--- src/rtl/sdft4_pkg.sv ---
package sdft4_pkg;
  localparam int unsigned N1    = 4;
  localparam int unsigned N2    = 4;
  localparam int unsigned DEPTH = N1 * N2;
  localparam int unsigned QW    = 2;

  typedef logic [QW-1:0] quarter_t;
endpackage

--- src/rtl/sdft4_delay.sv ---
module sdft4_delay #(
  parameter int unsigned DW    = 12,
  parameter int unsigned DEPTH = 16
) (
  input  logic                 clk_i,
  input  logic                 rst_ni,
  input  logic                 shift_i,
  input  logic signed [DW-1:0] re_i,
  input  logic signed [DW-1:0] im_i,
  output logic signed [DW-1:0] old_re_o,
  output logic signed [DW-1:0] old_im_o
);
  logic signed [DW-1:0] re_q [DEPTH];
  logic signed [DW-1:0] im_q [DEPTH];

  always_ff @(posedge clk_i or negedge rst_ni) begin
    if (!rst_ni) begin
      for (int i = 0; i < DEPTH; i++) begin
        re_q[i] <= '0;
        im_q[i] <= '0;
      end
    end else if (shift_i) begin
      re_q[0] <= re_i;
      im_q[0] <= im_i;
      for (int i = 1; i < DEPTH; i++) begin
        re_q[i] <= re_q[i-1];
        im_q[i] <= im_q[i-1];
      end
    end
  end

  // entry leaving the window on this shift
  assign old_re_o = re_q[DEPTH-1];
  assign old_im_o = im_q[DEPTH-1];
endmodule

--- src/rtl/sdft4_rot.sv ---
module sdft4_rot
  import sdft4_pkg::*;
#(
  parameter int unsigned W = 17
) (
  input  quarter_t            q_i,
  input  logic signed [W-1:0] re_i,
  input  logic signed [W-1:0] im_i,
  output logic signed [W-1:0] re_o,
  output logic signed [W-1:0] im_o
);
  always_comb begin
    unique case (q_i)
      2'd0: begin re_o = re_i;  im_o = im_i;  end
      2'd1: begin re_o = -im_i; im_o = re_i;  end
      2'd2: begin re_o = -re_i; im_o = -im_i; end
      default: begin re_o = im_i; im_o = -re_i; end
    endcase
  end
endmodule

--- src/rtl/sdft4_ctrl.sv ---
module sdft4_ctrl
  import sdft4_pkg::*;
(
  input  logic     clk_i,
  input  logic     rst_ni,
  input  logic     valid_i,
  input  quarter_t k1_i,
  input  quarter_t k2_i,
  output quarter_t q_state_o,
  output quarter_t q_diff_o,
  output logic     strobe_o
);
  localparam int unsigned RW = $clog2(N1);

  logic          cfg_done_q;
  quarter_t      k1_q, ksum_q, k1_eff, ksum_eff;
  logic [RW-1:0] row_q;
  logic          wrap, last;

  // first edge after reset uses the live pins, later edges the captured copy
  assign k1_eff   = cfg_done_q ? k1_q   : k1_i;
  assign ksum_eff = cfg_done_q ? ksum_q : quarter_t'(k1_i + k2_i);

  assign wrap = (row_q == '0);
  assign last = (row_q == RW'(N1-1));

  assign q_state_o = wrap ? ksum_eff : k1_eff;
  assign q_diff_o  = ksum_eff;

  always_ff @(posedge clk_i or negedge rst_ni) begin
    if (!rst_ni) begin
      cfg_done_q <= 1'b0;
      k1_q       <= '0;
      ksum_q     <= '0;
      row_q      <= '0;
      strobe_o   <= 1'b0;
    end else begin
      if (!cfg_done_q) begin
        cfg_done_q <= 1'b1;
        k1_q       <= k1_i;
        ksum_q     <= quarter_t'(k1_i + k2_i);
      end
      strobe_o <= valid_i && last;
      if (valid_i) row_q <= last ? '0 : row_q + 1'b1;
    end
  end
endmodule

--- src/rtl/sdft4_elem.sv ---
module sdft4_elem
  import sdft4_pkg::*;
#(
  parameter int unsigned DW    = 12,
  parameter int unsigned GUARD = 5
) (
  input  logic                       clk_i,
  input  logic                       rst_ni,
  input  logic [1:0]                 k1_i,
  input  logic [1:0]                 k2_i,
  input  logic                       valid_i,
  input  logic signed [DW-1:0]       re_i,
  input  logic signed [DW-1:0]       im_i,
  output logic signed [DW+GUARD-1:0] y_re_o,
  output logic signed [DW+GUARD-1:0] y_im_o,
  output logic                       strobe_o
);
  localparam int unsigned SW = DW + GUARD;

  quarter_t             q_state, q_diff;
  logic signed [DW-1:0] old_re, old_im;
  logic signed [SW-1:0] d_re, d_im, ry_re, ry_im, rd_re, rd_im;
  logic signed [SW-1:0] y_re_q, y_im_q;

  sdft4_ctrl u_ctrl (
    .clk_i    (clk_i),
    .rst_ni   (rst_ni),
    .valid_i  (valid_i),
    .k1_i     (k1_i),
    .k2_i     (k2_i),
    .q_state_o(q_state),
    .q_diff_o (q_diff),
    .strobe_o (strobe_o)
  );

  sdft4_delay #(.DW(DW), .DEPTH(DEPTH)) u_dly (
    .clk_i   (clk_i),
    .rst_ni  (rst_ni),
    .shift_i (valid_i),
    .re_i    (re_i),
    .im_i    (im_i),
    .old_re_o(old_re),
    .old_im_o(old_im)
  );

  // adders 1 and 2: new minus leaving sample
  assign d_re = SW'(re_i) - SW'(old_re);
  assign d_im = SW'(im_i) - SW'(old_im);

  sdft4_rot #(.W(SW)) u_rot_y (
    .q_i (q_state),
    .re_i(y_re_q),
    .im_i(y_im_q),
    .re_o(ry_re),
    .im_o(ry_im)
  );

  sdft4_rot #(.W(SW)) u_rot_d (
    .q_i (q_diff),
    .re_i(d_re),
    .im_i(d_im),
    .re_o(rd_re),
    .im_o(rd_im)
  );

  // adders 3 and 4: state accumulate
  always_ff @(posedge clk_i or negedge rst_ni) begin
    if (!rst_ni) begin
      y_re_q <= '0;
      y_im_q <= '0;
    end else if (valid_i) begin
      y_re_q <= ry_re + rd_re;
      y_im_q <= ry_im + rd_im;
    end
  end

  assign y_re_o = y_re_q;
  assign y_im_o = y_im_q;
endmodule

--- config.mk ---
export PLATFORM = sky130hd
export DESIGN_NAME = sdft4_elem
export DESIGN_NICKNAME = d
export VERILOG_FILES = /design/src/rtl/sdft4_pkg.sv /design/src/rtl/sdft4_delay.sv /design/src/rtl/sdft4_rot.sv /design/src/rtl/sdft4_ctrl.sv /design/src/rtl/sdft4_elem.sv
export SDC_FILE = /design/constraint.sdc
export NUM_CORES = 1
export LEC_CHECK = 0
export CORE_MARGIN = 3
export CORE_UTILIZATION = 61
export DETAILED_ROUTE_END_ITERATION = 16
export DONT_BUFFER_PORTS = 1
export GPL_ROUTABILITY_DRIVEN = 0
export PLACE_DENSITY = 0.73
export REMOVE_ABC_BUFFERS = 1
export SETUP_SLACK_MARGIN = 0.3
export SLEW_MARGIN = 20
export SYNTH_ARGS = -nofsm -noshare
export SYNTH_HDL_FRONTEND = slang
export SYNTH_HIERARCHICAL = 1
export SYNTH_SLANG_ARGS = --single-unit
--- constraint.sdc ---
create_clock -name clk_i -period 13.5 [get_ports clk_i]
set_input_delay 2.025 -clock clk_i [delete_from_list [all_inputs] [get_ports clk_i]]
set_output_delay 2.025 -clock clk_i [all_outputs]
set_load 0.005 [all_outputs]
==> metrics.yaml <==
cts:
  cts_setup_buffers: 0
  holdBufCountCts: 0
  root_buffer: "clkbuf_16"
  cts_buffer_depth: 3
  clock_latency_ps: 560
  clock_sink_count: 426
  numCtsBuffers: 44
  cts_tree: "yes"
  post_cts_resized: 0
  clk_pin_slew_ps: 60
  h-tree-depth: 2
synthesis:
  synth_top_area_share_pct: 47.58
  synth_top_cell_by_area: "dfrtp_1"
  synth_edf_count: 0
  synth_flop_cell: "dfrtp_1"
  ys_ff_latch: 426
  ys_types: 88
  synthCells: 1850
  synth_area_leaders: "dfrtp_1 48%, mux2_2 19%, ha_1 3.5%, xnor2_1 2.4%, buf_6 2.2%"
  yosys_warnings: 6
  async_reset_ff_share_pct: 100.0
  seq_area_frac_synth_pct: 47.58
  syn_area_per_cell_sq_um: 12.11
  synth_area_sq_um: 22400
timing:
  report.final.hold_viol_count: 0
  skew_ps: 17.53
  tightest_slew_ps: 1446
  setup_viol: 0
  fin_tns_setup_ps: 0
  drv_slew: 0
  rsz0062_at_grt: "false"
  max-slew-margin-rel_pct: 3.587
  period_share_pct: 46.26
  max_freq_mhz: 160.1
  min_period_ps: 6245
critical_path:
  r2r-start: "u_dly/old_im_o[0]"
  rrSetupSlack_ps: 8400
  crit_path_end_kind: "register"
  required_ps: 13930
  worstSetupStartpointType: "input pin"
  rr_endpoint: "y_im_o[15]"
  r2r_cells: 19
  worstPathMaxFanout: 7
  arrival_ps: 6670
  crit_type: "in2reg"
layout:
  diodes: 0
  final_common_cell: "dfrtp_1"
  drive_above_1_share_pct: 28.30
  nets: 1878
  stdcell_count: 2270
  final_cell_mix: "426 x dfrtp_1, 385 x mux2_2, 99 x nor2_1, 82 x nand2_1, 74 x a21oi_1"
  area_growth_pct: 5.183
routing:
  vias: 13760
  avgRoutedWirePerCell_um: 18.16
  drt_iter0_drc: 823
  drt-total-wl_mm: 41.22
  via_per_inst: 6.061
  drtPass1Iterations: 7
  drcViolationCount: 0
  ant_nets: 0
grt:
  grt.overflow.total: 0
  grt_pass1_wl_mm: 68.82
  grt_pass1_vias: 13590
  grt_max_degree: 428
  grt_usage_pct: 21.46
  antenna_found_initial: 0
floorplan:
  io_pins: 66
  core_sq_um: 35910
  placementRows: 69
  die_area_sq_um: 39060
  start_util_pct: 62.38
  die_w_um: 197.6
  die_h_um: 197.6
power_and_ir_drop:
  vdd_ir_drop_max_mv: 0.1405
  p_leak_nw: 10.05
  power_density_nw_per_um2: 289.4
placed_design:
  dp_hpwl_mm: 26.97
  io_buffers: 0
  dpl.cell_count: 2195
min_path:
  hp-class: "reg2reg"
  hold_start: "u_dly/re_q[134]"
  hold_path_end: "u_dly/re_q[134]"
  min_path_cells: 1
outcome:
  status: "completed"
flow_run:
  maxCapViolCount: 0
==> flip-flops by register name, indices dropped and copies added (netlist names) <==
signal,count
u_ctrl/cfg_done_q,1
y_re_o,17
u_dly/old_re_o,12
u_ctrl/ksum_q,2
u_ctrl/k1_q,2
u_dly/old_im_o,12
y_im_o,17
u_dly/re_q,180
u_ctrl/row_q,2
u_dly/im_q,180
u_ctrl/strobe_o,1
==> Yosys cell counts (all sizes together), types with 5 or more instances <==
cell type and number:
o31ai 10, a21oi 76, nor2 99, xnor2 61, mux2i 13, and2 6
a21o 19, mux4 9, o21a 9, or3 13, o221ai 5, nor3 21
a221oi 5, inv 62, nand2 82, nor3b 6, xor2 30, nand4 18
dfrtp 426, nand2b 13, ha 63, a21boi 5, nand3 34, nor2b 16
o41ai 7, o211ai 8, nor4b 5, a211oi 14, clkbuf 34, mux2 417
or4 6, o311ai 10, nor4 17, a31oi 19, and3 6, buf 87
o21bai 6, o22ai 7, o21ai 54
==> worst max-delay path by stage <==
stage	slack [ps]	end	from	cells past startpoint
6_report	7260	y_im_o[15]	im_i[0]	20
5_1_grt	6820	y_re_o[16]	re_i[0]	22
4_1_cts	7330	y_re_o[16]	re_i[0]	22
3_5_place_dp	6760	y_re_o[16]	re_i[0]	22
3_3_place_gp	6780	y_re_o[16]	re_i[0]	22
2_1_floorplan	5640	y_re_o[12]	k1_i[0]	16
==> worst max-delay path: stages <==
cell and delay [ps]:
inv_1 50, ha_1 190, fa_1 230, nor2b_1 60
o21ai_1 150, a21oi_1 120, o41ai_2 410, xnor2_1 310
nor4_4 580, nand2_1 180, o21ai_0 240, xnor2_1 130
mux2_2 320, ha_1 370, a21oi_1 230, o21ai_0 210
a221oi_2 300, o41ai_2 130, xor2_1 150, mux2_2 270
==> routing by layer <==
layer,share of wire [%],GRT usage [%],vias to the layer above,wire (um)
li1,-,-,6517,-
met4,3.5,7.785,0,1458
met1,45,29.74,6806,18580
met3,4.8,3.718,105,1984
met2,47,34.43,330,19200
met5,0,0,-,0
==> stage by stage <==
step	util [%]	setup WS, ps	hold slack [ps]	area [sq um]	power, W
6_report	65.61	7255	481.4	23560	0.006820
5_1_grt	65.61	6815	492.5	23560	0.007334
4_1_cts	65.59	7329	483.0	23560	0.006817
3_5_place_dp	61.67	6763	469.8	22150	0.005586
3_3_place_gp	61.67	6784	462.0	22150	0.005448
2_1_floorplan	-	5645	452.2	21510	0.004808
==> cell families after synthesis <==
| family | after synthesis | share of synthesized area, % |
|---|---|---|
| AOI/OAI and AO/OA | 284 | 8.640 |
| DFF | 426 | 47.58 |
| xor gates and xnor gates | 91 | 3.558 |
| buffers and inverters | 183 | 5.038 |
| other | 1 | 0.01674 |
| adders and majority gates | 67 | 3.876 |
| muxes | 439 | 22.65 |
| and+or+nand+nor | 359 | 8.640 |
==> cell type report <==
type	instances	area [sq um]
well taps	461	576.8
fillers	2678	12350
repair buffers	5	37.54
flip-flops and latches	426	10660
clock buffers	61	1235
clock inverters	14	172.7
inverters	62	232.7
multi-input cells	1241	10650
==> report_power, final <==
part / internal, W / total [W] / switching [W]
registers: 0.00179 / 0.00214 / 0.000356
clock network: 0.000697 / 0.00118 / 0.000480
logic: 0.00163 / 0.00350 / 0.00187
(Power assumes the default switching activity.)
